==> config.mk <==
export PLATFORM = sky130hd
export DESIGN_NAME = cfgwin_decoder
export DESIGN_NICKNAME = d
export VERILOG_FILES = /design/src/rtl/cfgwin_pkg.sv /design/src/rtl/cfgwin_ctrl.sv /design/src/rtl/cfgwin_match.sv /design/src/rtl/cfgwin_dp.sv /design/src/rtl/cfgwin_decoder.sv
export SDC_FILE = /design/constraint.sdc
export NUM_CORES = 1
export LEC_CHECK = 0
export BUFFER_PORTS_ARGS = -buffer_cell sky130_fd_sc_hd__buf_2
export CAP_MARGIN = 20
export CORE_AREA = 2 2 83 85
export DETAILED_ROUTE_END_ITERATION = 6
export DIE_AREA = 0 0 85 87
export GPL_ROUTABILITY_DRIVEN = 0
export PLACE_DENSITY_LB_ADDON = 0.12
export SYNTH_ARGS = -nofsm -noshare
export SYNTH_HDL_FRONTEND = slang
export SYNTH_SLANG_ARGS = --single-unit
==> constraint.sdc <==
create_clock -name clk -period 4.4 [get_ports clk]
set_input_delay 0.22 -clock clk [delete_from_list [all_inputs] [get_ports clk]]
set_output_delay 0.22 -clock clk [all_outputs]
set_load 0.03 [all_outputs]
==> src/rtl/cfgwin_pkg.sv <==
`timescale 1ns/1ps
package cfgwin_pkg;
  localparam int CFG_W     = 64;
  localparam int CFG_LANES = CFG_W / 8;
  localparam int ENABLE_BIT = 0;
  localparam int SIZE_LSB   = 1;
  localparam int BASE_LSB_256 = 28;

  typedef enum logic [1:0] {
    WIN_256M = 2'd0,
    WIN_128M = 2'd1,
    WIN_64M  = 2'd2,
    WIN_RSVD = 2'd3
  } winSize_e;

  // control-to-datapath strobes
  typedef struct packed {
    logic [CFG_LANES-1:0] laneWr;
    logic                 flagResv;
  } ctrlStrobe_t;
endpackage

==> src/rtl/cfgwin_ctrl.sv <==
`timescale 1ns/1ps
module cfgwin_ctrl
  import cfgwin_pkg::*;
(
  input  logic                 clk,
  input  logic                 rstN,
  input  logic                 wrEn,
  input  logic [CFG_LANES-1:0] wrBe,
  input  logic [1:0]           sizeCodeIn,
  output ctrlStrobe_t          strobe,
  output logic                 sizeErr
);
  logic resvWrite;

  // a reserved code can only arrive through lane 0
  assign resvWrite = wrEn && wrBe[0] && (winSize_e'(sizeCodeIn) == WIN_RSVD);

  always_comb begin
    strobe.laneWr   = wrEn ? wrBe : '0;
    strobe.flagResv = resvWrite;
  end

  always_ff @(posedge clk or negedge rstN) begin
    if (!rstN)          sizeErr <= 1'b0;
    else if (resvWrite) sizeErr <= 1'b1;
  end
endmodule

==> src/rtl/cfgwin_match.sv <==
`timescale 1ns/1ps
module cfgwin_match #(
  parameter int ADDR_W = 36
) (
  input  logic [ADDR_W-1:0] addr,
  input  logic [ADDR_W-1:0] winBase,
  input  logic [ADDR_W-1:0] winLen,
  input  logic              winOn,
  output logic              cfgHit,
  output logic [7:0]        cfgBus,
  output logic [4:0]        cfgDev,
  output logic [2:0]        cfgFunc,
  output logic [11:0]       cfgReg
);
  logic [ADDR_W-1:0] offset;

  assign offset = addr - winBase;
  assign cfgHit = winOn && (addr >= winBase) && (offset < winLen);

  always_comb begin
    if (cfgHit) begin
      cfgBus  = offset[27:20];
      cfgDev  = offset[19:15];
      cfgFunc = offset[14:12];
      cfgReg  = offset[11:0];
    end else begin
      cfgBus  = '0;
      cfgDev  = '0;
      cfgFunc = '0;
      cfgReg  = '0;
    end
  end
endmodule

==> src/rtl/cfgwin_dp.sv <==
`timescale 1ns/1ps
module cfgwin_dp
  import cfgwin_pkg::*;
#(
  parameter int                ADDR_W      = 36,
  parameter logic [CFG_W-1:0]  DEF_CFG     = 64'h0000_0000_B000_0000,
  parameter logic [ADDR_W-1:0] IOAPIC_ADDR = ADDR_W'(32'hFEC0_0000)
) (
  input  logic              clk,
  input  logic              rstN,
  input  ctrlStrobe_t       strobe,
  input  logic [CFG_W-1:0]  wrData,
  input  logic [ADDR_W-1:0] addr,
  output logic              cfgHit,
  output logic [7:0]        cfgBus,
  output logic [4:0]        cfgDev,
  output logic [2:0]        cfgFunc,
  output logic [11:0]       cfgReg,
  output logic              winEnabled,
  output logic [ADDR_W-1:0] holeStart,
  output logic [ADDR_W-1:0] holeEnd
);
  localparam logic [ADDR_W-1:0] MASK_256 = {ADDR_W{1'b1}} << BASE_LSB_256;
  localparam logic [ADDR_W-1:0] BIT_27   = ADDR_W'(1) << 27;
  localparam logic [ADDR_W-1:0] BIT_26   = ADDR_W'(1) << 26;
  localparam logic [ADDR_W-1:0] DEF_BASE = DEF_CFG[ADDR_W-1:0] & MASK_256;

  logic [7:0]        cfgLane [CFG_LANES];
  logic [CFG_W-1:0]  cfgQ;
  winSize_e          sizeCode;
  logic [ADDR_W-1:0] baseMask;
  logic [ADDR_W-1:0] winLen;
  logic [ADDR_W-1:0] winBase;
  logic              unusedCfgBits;

  for (genvar i = 0; i < CFG_LANES; i++) begin : gLane
    always_ff @(posedge clk or negedge rstN) begin
      if (!rstN)                 cfgLane[i] <= DEF_CFG[8*i +: 8];
      else if (strobe.laneWr[i]) cfgLane[i] <= wrData[8*i +: 8];
    end
    assign cfgQ[8*i +: 8] = cfgLane[i];
  end

  assign unusedCfgBits = ^{cfgQ[CFG_W-1:ADDR_W], cfgQ[25:3], strobe.flagResv};

  assign sizeCode   = winSize_e'(cfgQ[SIZE_LSB +: 2]);
  assign winEnabled = cfgQ[ENABLE_BIT] && (sizeCode != WIN_RSVD);

  always_comb begin
    unique case (sizeCode)
      WIN_128M: begin
        baseMask = MASK_256 | BIT_27 | BIT_26;
        winLen   = ADDR_W'(1) << 27;
      end
      WIN_64M: begin
        baseMask = MASK_256 | BIT_26;
        winLen   = ADDR_W'(1) << 26;
      end
      default: begin
        baseMask = MASK_256;
        winLen   = ADDR_W'(1) << 28;
      end
    endcase
  end

  assign winBase   = cfgQ[ADDR_W-1:0] & baseMask;
  assign holeStart = winEnabled ? (winBase + winLen) : DEF_BASE;
  assign holeEnd   = IOAPIC_ADDR - ADDR_W'(1);

  cfgwin_match #(.ADDR_W(ADDR_W)) uMatch (
    .addr    (addr),
    .winBase (winBase),
    .winLen  (winLen),
    .winOn   (winEnabled),
    .cfgHit  (cfgHit),
    .cfgBus  (cfgBus),
    .cfgDev  (cfgDev),
    .cfgFunc (cfgFunc),
    .cfgReg  (cfgReg)
  );
endmodule

==> src/rtl/cfgwin_decoder.sv <==
`timescale 1ns/1ps
module cfgwin_decoder
  import cfgwin_pkg::*;
#(
  parameter int                ADDR_W      = 36,
  parameter logic [63:0]       DEF_CFG     = 64'h0000_0000_B000_0000,
  parameter logic [ADDR_W-1:0] IOAPIC_ADDR = ADDR_W'(32'hFEC0_0000)
) (
  input  logic              clk,
  input  logic              rstN,
  input  logic              wrEn,
  input  logic [7:0]        wrBe,
  input  logic [63:0]       wrData,
  input  logic [ADDR_W-1:0] addr,
  output logic              cfgHit,
  output logic [7:0]        cfgBus,
  output logic [4:0]        cfgDev,
  output logic [2:0]        cfgFunc,
  output logic [11:0]       cfgReg,
  output logic              winEnabled,
  output logic [ADDR_W-1:0] holeStart,
  output logic [ADDR_W-1:0] holeEnd,
  output logic              sizeErr
);
  ctrlStrobe_t strobe;

  cfgwin_ctrl uCtrl (
    .clk        (clk),
    .rstN       (rstN),
    .wrEn       (wrEn),
    .wrBe       (wrBe),
    .sizeCodeIn (wrData[SIZE_LSB +: 2]),
    .strobe     (strobe),
    .sizeErr    (sizeErr)
  );

  cfgwin_dp #(
    .ADDR_W      (ADDR_W),
    .DEF_CFG     (DEF_CFG),
    .IOAPIC_ADDR (IOAPIC_ADDR)
  ) uDp (
    .clk        (clk),
    .rstN       (rstN),
    .strobe     (strobe),
    .wrData     (wrData),
    .addr       (addr),
    .cfgHit     (cfgHit),
    .cfgBus     (cfgBus),
    .cfgDev     (cfgDev),
    .cfgFunc    (cfgFunc),
    .cfgReg     (cfgReg),
    .winEnabled (winEnabled),
    .holeStart  (holeStart),
    .holeEnd    (holeEnd)
  );
endmodule


---- After elaboration in Yosys (flattened, before gate mapping) ----
Cells that the tools add are included.
storage, ports and cells
  output and inout bits ................... 103
  memories ................................ 0
  RAM bits ................................ 0
  latch bits .............................. 0
  input port bits ......................... 111
  register bits ........................... 37
  memory bits (read-only) ................. 0
operators by class
  multiply operators ...................... 0
  mux-type cells .......................... 8
  divide/modulo/power cells ............... 0
  shift operators ......................... 0
  bitwise operators ....................... 1
  $lt $le $gt $ge ......................... 2
  reduce and logical (&&, ||, !) cells .... 5
  add/sub/neg operators ................... 2
  eq/ne operators ......................... 4
operators by type and width
  cell                                           number
  one-hot mux 29 bit (2 select lines)            1
  one-hot mux 28 bit (2 select lines)            1
  adder 36 x 29 -> 36 bit                        1
  AND 36 bit                                     1
  >= comparator 36 bit                           1
  < comparator 36 bit                            1
  2-to-1 mux 36 bit                              1
  subtractor 36 bit                              1
  2-to-1 mux 12 bit                              1
  2-to-1 mux 5 bit                               2
  2-to-1 mux 8 bit                               1
  logical AND 1 bit                              5
  == test 2 bit, second input constant           2
  2-to-1 mux 3 bit                               1
  == test 2 x 1 -> 1 bit, second input constant  1
  != test 2 bit, second input constant           1

---- Logic depth before layout (Yosys ltp) ----
Gate-level depths: netlist (run 1).
  word-level depth ........................ 7
  depth in mapped cells ................... 14
  mapped depth without buffers ............ 12

---- Hierarchy ----
A second synthesis (run 1) with hierarchy kept.
unflattened totals
  cells, all modules ...................... 612
  area, all modules ....................... 4591.9 um^2
by module, submodules not included
  module        cells an instance  area an instance (um^2)  times used  seq. area each (um^2)
  cfgwin_match  453                3173.0                   1           0.0
  cfgwin_dp     147                1306.3                   1           329.1
  cfgwin_ctrl   12                 112.6                    1           25.0

---- Worst setup path after synthesis (run 1) ----
OpenSTA, ideal clock, no wires.
  path type ............................... flip-flop to output port
  start point ............................. reg uDp.cfgLane[57] (netlist name)
  end point ............................... out cfgBus[0]
  arrival time ............................ 3.146 ns
  path buffers ............................ 2
  slack ................................... 1.034 ns
  stages on the path, launching flop included .. 15
  path through ............................ dfrtp_1 -> inv_1 -> ha_1 -> nor2b_1 -> ha_1 -> inv_1 -> fa_1 -> xor2_1 -> ha_1 -> nor4_1 -> nand4_1 -> nor4_2 -> buf_4 -> buf_6 -> and4_1
between the ends
  word-level cells in the longest chain between the ends .. 7
RTL lines
  item                                                       RTL line                                text
  from (decl)                                                cfgwin_dp.sv:28                         logic [7:0] cfgLane [CFG_LANES];
  from (signal, indexed assignment)                          cfgwin_dp.sv:38                         if (!rstN) cfgLane[i] <= DEF_CFG[8*i +: 8];
  from (signal, indexed assignment)                          cfgwin_dp.sv:39                         else if (strobe.laneWr[i]) cfgLane[i] <= wrData[8*i +: 8];
  == test 2 bit or == test 2 x 1 -> 1 bit (tied branches)    cfgwin_dp.sv:50                         unique case (sizeCode)
  one-hot mux 28 bit (2 select lines)                        cfgwin_dp.sv:50
  AND 36 bit                                                 cfgwin_dp.sv:66                         assign winBase = cfgQ[ADDR_W-1:0] & baseMask;
  subtractor 36 bit or >= comparator 36 bit (tied branches)  cfgwin_match.sv:17, cfgwin_match.sv:18
  < comparator 36 bit or logical AND 1 bit (tied branches)   cfgwin_match.sv:18                      assign cfgHit = winOn && (addr >= winBase) && (offset < winLen);
  logical AND 1 bit                                          cfgwin_match.sv:18
  2-to-1 mux 8 bit *                                         cfgwin_match.sv:21                      if (cfgHit) begin
  to (decl)                                                  cfgwin_decoder.sv:16                    output logic [7:0] cfgBus,
Every way passes the cells marked *; elsewhere a longest branch is shown, timed or not.

---- Final worst setup path (run 1) ----
  start point ............................. reg uDp.cfgLane[57] (netlist name)
  end point ............................... out cfgBus[6]
The elaborated chain is that of the path after synthesis.

==> results of run 1 <==
## cell families (layout without fill, tap and decap cells)
kind of cell	Yosys count	in the layout
adders and majority gates	19	19
and+or+nand+nor	83	83
DFF	14	14
xor gates and xnor gates	12	12
muxes	15	15
buffers and inverters	87	118
other	2	62
AOI/OAI and AO/OA	31	31
## through the flow
stage	hold slack (ns)	total power [W]	setup WS, ns	util	cell area (sq um)
global placement	0.1332	0.0006249	0.7094	0.3817	2507
global route	0.1995	0.0008209	0.1167	0.3916	2572
floorplan	-0.07559	0.0005657	1.034	-	2435
detailed placement	0.1317	0.0006250	0.6841	0.3817	2507
finish	0.2014	0.0007444	0.4768	0.3916	2572
CTS	0.1992	0.0007536	0.4183	0.3916	2572
## cell type report
cell class	instances	share of cell area
multi-input cells	222	0.5841
inverters	16	0.02335
clock buffers	4	0.02140
well taps	80	0.03891
repair buffers	98	0.1946
flip-flops and latches	14	0.1376
## power by group through the flow
| stage | Combinational [W] | Sequential [W] | Clock [W] |
|---|---|---|---|
| after floorplan | 0.000400 | 0.000166 | 0 |
| after global placement | 0.000455 | 0.000170 | 0 |
| after detailed placement | 0.000455 | 0.000170 | 0 |
| after CTS | 0.000458 | 0.000168 | 0.000128 |
| after global routing | 0.000515 | 0.000171 | 0.000135 |
| final | 0.000452 | 0.000167 | 0.000125 |
## sequential cells by signal, summed over array words and instances (netlist names)
register,flops
uDp.cfgLane,13
uCtrl.sizeErr,1
## metal layers
metal  part of all wire  wire, um  track usage  vias to the layer above
met5                  0         0            0                        -
met2               0.46      2287       0.2180                       91
met1               0.43      2141       0.1721                      822
li1                   -         -            -                      997
met3               0.11       525      0.02654                        3
met4             0.0050        25      0.02165                        0
## cell usage after synthesis (4+ instances only)
cell type	instances
nand2_1	11
buf_4	64
nand2b_1	4
nor4_1	6
nor2_1	9
dfrtp_1	11
and2_1	4
and4_1	27
ha_1	18
mux2_2	13
inv_1	16
nand3_1	5
a21oi_1	8
o21ai_0	7
xnor2_1	10
## worst paths after layout
check                                     start               to  cells after the start
worst min-delay path                 wrData[35]  uDp.cfgLane[27]                      2
max in group asynchronous                  rstN  uDp.cfgLane[37]                      2
worst min register to register    uCtrl.sizeErr    uCtrl.sizeErr                      1
worst max register to register  uDp.cfgLane[38]  uDp.cfgLane[38]                      1
min in group asynchronous                  rstN  uDp.cfgLane[25]                      2
worst max-delay path            uDp.cfgLane[57]        cfgBus[6]                     14
## what timing repair did
action	4_1_cts	5_1_grt
hold endpoints to repair	11	0
hold buffers	1	0
setup buffers	0	0
==> flow_summary.json, run 1 <==
{
  "core_sq_um": 6569,
  "end_kind": "primary output",
  "path_buf_inv": 4,
  "cts_tree": "yes",
  "rows": 30,
  "worstPathCellList": "inv_1, ha_1, nor2b_1, ha_1, inv_1, fa_1, ha_1, a21boi_0, o21ai_0, nand4_1, nor4_2, buf_4, and4b_1, buf_2",
  "synth_top_area_frac": 0.2174,
  "worst_slew_pin_slew_ns": 0.8493,
  "cts-resized-gates": 0,
  "cpLargestDelayFamily": "adder cells",
  "avgSynthCellArea_sq_um": 8.402,
  "grt_pass1_vias": 1731,
  "slew_headroom": 0.4338,
  "wl_um": 4980,
  "fin_nets": 485,
  "crit_path_start_kind": "flop",
  "multi_input_area_sq_um": 1503,
  "critPathKind": "reg2out",
  "p_switching_w": 0.0003603,
  "io_pins": 214,
  "num_antenna_cells": 0,
  "die_y_um": 87,
  "dp.cells": 429,
  "overflow": 0,
  "antenna_found_initial": 0,
  "dr.pass1.iters": 2,
  "pwr-share-comb": 0.608,
  "start_util": 0.3364,
  "synth_flop_cell": "dfrtp_1",
  "die_w_um": 85,
  "clockPowerShare": 0.168,
  "insertion_delay_ns": 0.24,
  "hpwl_um": 4365,
  "synth.mux.area_fraction": 0.07531,
  "antenna_left": 0,
  "min_path_type": "in2reg",
  "p_per_area_nw_per_um2": 289.4,
  "setup_viol": 0,
  "synth_compound_area_frac": 0.09003,
  "seqPwrFrac": 0.225,
  "numCtsBuffers": 3,
  "slew_violations": 0,
  "p_int_w": 0.0003841,
  "io_buffer_count": 95,
  "drive_gt1_frac": 0.3418,
  "synth_top_family_by_area": "buffers and inverters",
  "async_flop_share": 1.000,
  "grt_setup_unrepaired": "no",
  "grt_pass1_wl_um": 8045,
  "drc": 0,
  "leakagePower_nw": 1.412,
  "seqCellArea_sq_um": 354.1,
  "htreeDepth": 1,
  "yosysTopAreaCell": "buf_4",
  "switching_share": 0.4840,
  "layout.cells.non_filler": 434,
  "synth_edf_count": 0,
  "final_common_cell": "buf_2",
  "mappedNetlistArea_sq_um": 2210,
  "cts_root_buffer": "clkbuf_8",
  "crit_path_frequent_cell": "ha_1",
  "viasPerCell": 4.408,
  "syn_to_final_growth_pct": 16.42,
  "drt-initial-drc-count": 33,
  "synth_seq_cells": 14,
  "ys_types": 46,
  "postSynthCellCount": 263,
  "crit_slowest_cell": "fa_1",
  "cts_buffer_depth": 2,
  "track_usage": 0.1289,
  "synth-simple-area-share": 0.2508,
  "status": "complete, no violations",
  "routedWlPerCell_um": 11.47,
  "r2r_slack_ns": 3.57,
  "cts_sinks": 14,
  "yosys_warnings": 0,
  "synth_fa_ha_area_frac": 0.1110,
  "arrival_ns": 3.70,
  "crit_fanout": 29,
  "clkTransAtPathRegs_ns": 0.06,
  "n_fill_cell": 705,
  "period_share": 0.8916,
  "finalHoldViolCount": 0,
  "fin_crit_ns": 3.923,
  "setup_tns_ns": 0,
  "grt_start_max_net_pins": 30,
  "cap_violations": 0,
  "synth-xor-area-share": 0.04757,
  "fin_skew_ns": 0,
  "ir_worst_vdd_uv": 206.3,
  "crit_required_ns": 4.18,
  "vias": 1913,
  "dieArea_sq_um": 7395,
  "fmax_mhz": 254.9,
  "ys_seq_area_frac": 0.1602,
  "critical-path-max-stage-delay_ns": 0.47,
  "final_cell_mix": "buf_2 (95), conb_1 (62), and4_1 (27)",
  "synth_area_leaders": "buf_4 (22%), dfrtp_1 (12%), and4_1 (11%), ha_1 (10%), mux2_2 (6.6%)"
}
No activity file was read; power rests on OpenSTA's default activity.
==> run 2, diff against run 1 <==
==> constraint.sdc (replaced) <==
create_clock -name clk -period 4.4 [get_ports clk]
set_input_delay 0.44 -clock clk [delete_from_list [all_inputs] [get_ports clk]]
set_output_delay 0.44 -clock clk [all_outputs]
set_load 0.03 [all_outputs]
==> run 2 against run 1 <==
Effect of this change:
- cell count decreased by 0.23%
- maximum frequency is 3.7% lower
- utilization is 0.057 points lower
- non-clock buffer count fell by 1
- wire length about the same
- largest cell class unchanged
==> flow_summary.json, run 2 (synthesis results as in run 1) <==
{
  "setup_viol": 0,
  "die_y_um": 87,
  "wl_um": 4982,
  "worst_slew_pin_slew_ns": 0.8432,
  "overflow": 0,
  "numCtsBuffers": 3,
  "p_per_area_nw_per_um2": 290.1,
  "final_util": 0.3910,
  "drive_gt1_frac": 0.3456,
  "fin_skew_ns": 0,
  "finalHoldViolCount": 0,
  "fin_nets": 484,
  "fin_crit_ns": 4.075,
  "drt-initial-drc-count": 42,
  "arrival_ns": 3.64,
  "slew_violations": 0,
  "core_sq_um": 6569,
  "switching_share": 0.4842,
  "track_usage": 0.1289,
  "viasPerCell": 4.416,
  "crit_path_start_kind": "flop",
  "finalPower_w": 0.0007451,
  "vias": 1912,
  "grt_setup_unrepaired": "no",
  "grt_start_max_net_pins": 30,
  "seqPwrFrac": 0.224,
  "largest_reg_flops": 13,
  "die_w_um": 85,
  "cpLargestDelayFamily": "adder cells",
  "slew_headroom": 0.4379,
  "top_regs": "uDp.cfgLane: 13 flops, uCtrl.sizeErr: 1 flops",
  "crit_path_frequent_cell": "ha_1",
  "num_antenna_cells": 0,
  "cts_sinks": 14,
  "io_buffer_count": 95,
  "whs_ns": 0.07611,
  "end_kind": "primary output",
  "grt_pass1_wl_um": 8045,
  "clkTransAtPathRegs_ns": 0.06,
  "rows": 30,
  "antenna_left": 0,
  "final_common_cell": "buf_2",
  "antenna_found_initial": 0,
  "crit_fanout": 29,
  "p_int_w": 0.0003843,
  "period_share": 0.9262,
  "io_pins": 214,
  "min_path_type": "in2async",
  "insertion_delay_ns": 0.24,
  "syn_to_final_growth_pct": 16.25,
  "routedWlPerCell_um": 11.51,
  "ir_worst_vdd_uv": 206.3,
  "largest-register": "uDp.cfgLane",
  "p_switching_w": 0.0003608,
  "pwr-share-comb": 0.608,
  "cts_tree": "yes",
  "critPathKind": "reg2out",
  "cts_buffer_depth": 2,
  "r2r_start": "uDp.cfgLane[38]",
  "cts_root_buffer": "clkbuf_8",
  "grt_pass1_vias": 1731,
  "cap_violations": 0,
  "setup.worst_path.start": "uDp.cfgLane[57]",
  "htreeDepth": 1,
  "dr.pass1.iters": 4,
  "setup_tns_ns": 0,
  "leakagePower_nw": 1.410,
  "critical-path-max-stage-delay_ns": 0.47,
  "final_cell_mix": "buf_2 (95), conb_1 (62), and4_1 (27)",
  "fmax_mhz": 245.4,
  "crit_slowest_cell": "fa_1",
  "start_util": 0.3364,
  "crit_required_ns": 3.96,
  "dieArea_sq_um": 7395,
  "hpwl_um": 4365,
  "path_buf_inv": 4,
  "clockPowerShare": 0.168,
  "drc": 0,
  "worstPathCellList": "inv_1, ha_1, nor2b_2, ha_1, inv_1, fa_1, ha_1, a21boi_0, o21ai_0, nand4_1, nor4_2, buf_6, and4b_1, buf_2",
  "status": "complete, no violations"
}
==> run 2: power by group through the flow <==
stage | clock [W] | sequential, W | combinational (W)
6_report | 0.000125 | 0.000167 | 0.000453
5_1_grt | 0.000135 | 0.000171 | 0.000516
4_1_cts | 0.000128 | 0.000168 | 0.000457
3_5_place_dp | 0 | 0.000170 | 0.000455
3_3_place_gp | 0 | 0.000170 | 0.000455
2_1_floorplan | 0 | 0.000166 | 0.000400
==> run 2: cell type report <==
cell class / count / area (sq um)
Inverter: 16 / 60.06
Fill cell: 704 / 4000
Multi-Input combinational cell: 222 / 1505
Sequential cell: 14 / 354.1
Clock buffer: 4 / 55.05
Timing Repair Buffer: 97 / 494.2
Tap cell: 80 / 100.1
==> run 2: per-stage QoR <==
step / instance area (sq um) / setup slack, ns / std cells
2_1_floorplan: 2435 / 0.8139 / 323
3_3_place_gp: 2507 / 0.4894 / 429
3_5_place_dp: 2507 / 0.4641 / 429
4_1_cts: 2562 / 0.1983 / 433
5_1_grt: 2569 / 0.01197 / 433
6_report: 2569 / 0.3248 / 433
==> run 2: what timing repair did <==
action / in CTS / in global routing
buffers inserted: 0 / 0
hold buffers: 0 / 0
endpoints found under the setup margin: 0 / 29
resized for setup: 0 / 2
==> run 2: layer usage <==
metal	GRT usage	wire, um	share of wire	up-vias
li1	-	-	-	993
met1	0.1721	2117	0.42	825
met4	0.02165	25	0.0050	0
met3	0.02654	531	0.11	3
met5	0	0	0	-
met2	0.2180	2307	0.46	91
==> run 2: path summary, 6_finish.rpt <==
check / to / slack [ns] / cells past startpoint
worst min register to register: uCtrl.sizeErr / 0.47 / 1
worst min-delay path: uDp.cfgLane[25] / 0.08 / 1
worst max-delay path: cfgBus[6] / 0.32 / 14
worst max register to register: uDp.cfgLane[38] / 3.57 / 1
max in group asynchronous: uDp.cfgLane[37] / 4.04 / 1
min in group clk: uDp.cfgLane[27] / 0.42 / 2
==> run 3, diff against run 2 <==
--- a/config.mk
+++ b/config.mk
@@ -5,6 +5,7 @@
 export SDC_FILE = /design/constraint.sdc
 export NUM_CORES = 1
 export LEC_CHECK = 0
+export ABC_CLOCK_PERIOD_IN_PS = 4800
 export BUFFER_PORTS_ARGS = -buffer_cell sky130_fd_sc_hd__buf_2
 export CAP_MARGIN = 20
 export CORE_AREA = 2 2 83 85
==> constraint.sdc (replaced) <==
create_clock -name clk -period 4.8 [get_ports clk]
set_input_delay 0.48 -clock clk [delete_from_list [all_inputs] [get_ports clk]]
set_output_delay 0.48 -clock clk [all_outputs]
set_load 0.03 [all_outputs]
==> run 3 against run 2 <==
Effect of this change:
- count of clock-buffer cells in the layout stayed put
- wire length is 0.24% lower
- worst setup slack improved by 0.30 ns
- critical path type unchanged
- largest power group unchanged
==> flow_summary.json, run 3 (synthesis results as in run 1) <==
{
  "leakagePower_nw": 1.408,
  "syn_to_final_growth_pct": 15.97,
  "largest-register": "uDp.cfgLane",
  "io_pins": 214,
  "fmax_mhz": 239.4,
  "status": "complete, no violations",
  "worstPathCellList": "inv_1, ha_1, nor2b_1, ha_1, inv_1, fa_1, ha_1, a21boi_0, o21ai_0, nand4_1, nor4_2, buf_4, and4b_1, buf_2",
  "core_sq_um": 6569,
  "fin_crit_ns": 4.177,
  "start_util": 0.3364,
  "cts_tree": "yes",
  "p_per_area_nw_per_um2": 266.2,
  "cts_root_buffer": "clkbuf_8",
  "pre_cts_slack_ns": 0.8241,
  "final_cell_mix": "buf_2 (95), conb_1 (62), and4_1 (27)",
  "finalHoldViolCount": 0,
  "postCtsSetupBuffers": 0,
  "r2r_slack_ns": 3.97,
  "setup_tns_ns": 0,
  "pwr-share-comb": 0.607,
  "htreeDepth": 1,
  "dr.pass1.iters": 2,
  "crit_fanout": 29,
  "switching_share": 0.4846,
  "drive_gt1_frac": 0.3428,
  "setup_viol": 0,
  "viasPerCell": 4.402,
  "final_common_cell": "buf_2",
  "fin_nets": 484,
  "grt_start_max_net_pins": 30,
  "critPathKind": "reg2out",
  "multi_input_area_sq_um": 1503,
  "crit_path_start_kind": "flop",
  "track_usage": 0.1289,
  "worst_slew_pin_slew_ns": 0.8496,
  "cap_violations": 0,
  "min_path_type": "in2async",
  "layout.cells.non_filler": 433,
  "die_w_um": 85,
  "hpwl_um": 4365,
  "fin_ws_ns": 0.6225,
  "routedWlPerCell_um": 11.48,
  "cts-resized-gates": 0,
  "final_area_sq_um": 2562,
  "crit_required_ns": 4.32,
  "crit_slowest_cell": "fa_1",
  "grt_setup_unrepaired": "no",
  "antenna_left": 0,
  "numCtsBuffers": 3,
  "num_antenna_cells": 0,
  "top_regs": "uDp.cfgLane: 13 flops, uCtrl.sizeErr: 1 flops",
  "vias": 1906,
  "grt_pass1_wl_um": 8045,
  "ir_worst_vdd_uv": 189.1,
  "clkTransAtPathRegs_ns": 0.06,
  "insertion_delay_ns": 0.24,
  "largest_reg_flops": 13,
  "p_int_w": 0.0003515,
  "critical-path-max-stage-delay_ns": 0.47,
  "cts_sinks": 14,
  "n_fill_cell": 706,
  "clockPowerShare": 0.168,
  "seqCellArea_sq_um": 354.1,
  "arrival_ns": 3.70,
  "io_buffer_count": 95,
  "grt_pass1_vias": 1731,
  "rows": 30,
  "drt-initial-drc-count": 40,
  "dp.cells": 429,
  "die_y_um": 87,
  "end_kind": "primary output",
  "crit_path_frequent_cell": "ha_1",
  "dpl_cell_area_sq_um": 2507,
  "postCtsHoldBufs": 0,
  "wl_um": 4970,
  "whs_ns": 0.1161,
  "slew_headroom": 0.4336,
  "antenna_found_initial": 0,
  "p_switching_w": 0.0003305,
  "slew_violations": 0,
  "cts_buffer_depth": 2,
  "overflow": 0,
  "fin_skew_ns": 0,
  "period_share": 0.8703,
  "seqPwrFrac": 0.225,
  "dieArea_sq_um": 7395,
  "drc": 0
}
run 3: cell counts in the layout (fill, tap and decap cells not counted):
No cell type changed its count.
run 3: critical path, delay by kind of cell, from the launching register on:
family | cells | cell delay, ns
compound gates | 2 | 0.31
fa+ha+maj | 4 | 1.28
flops | 1 | 0.39
buf+inv | 4 | 0.59
simple gates | 4 | 0.86
run 3: worst paths after layout:
kind                                 start         endpoint  cells past startpoint
min                                   rstN  uDp.cfgLane[25]                      1
max                        uDp.cfgLane[57]        cfgBus[6]                     14
min in group clk                wrData[35]  uDp.cfgLane[27]                      2
max reg2reg                uDp.cfgLane[38]  uDp.cfgLane[38]                      1
min reg2reg                  uCtrl.sizeErr    uCtrl.sizeErr                      1
max in group asynchronous             rstN  uDp.cfgLane[37]                      1
run 3: per-layer routing:
layer | vias to the layer above | track usage | wire, um
met2 | 91 | 0.2180 | 2283
met5 | - | 0 | 0
met1 | 821 | 0.1721 | 2129
met4 | 0 | 0.02165 | 25
met3 | 3 | 0.02654 | 531
li1 | 991 | - | -
run 3: power by group through the flow:
stage                     combinational [W]  sequential [W]  clock (W)
after detailed placement           0.000417        0.000156          0
after CTS                          0.000419        0.000154   0.000117
after global routing               0.000472        0.000157   0.000124
after floorplan                    0.000367        0.000152          0
final                              0.000414        0.000153   0.000115
after global placement             0.000417        0.000156          0
run 3: area by class of cell:
class | count | share of cell area
Sequential cell | 14 | 0.1382
Inverter | 16 | 0.02344
Tap cell | 80 | 0.03906
Clock buffer | 4 | 0.02148
Multi-Input combinational cell | 222 | 0.5864
Timing Repair Buffer | 97 | 0.1914
run 3: through the flow:
| step | total power [W] | util |
|---|---|---|
| final | 0.0006820 | 0.3901 |
| after global routing | 0.0007518 | 0.3901 |
| after CTS | 0.0006902 | 0.3901 |
| after detailed placement | 0.0005729 | 0.3817 |
| after global placement | 0.0005728 | 0.3817 |
| after floorplan | 0.0005185 | - |
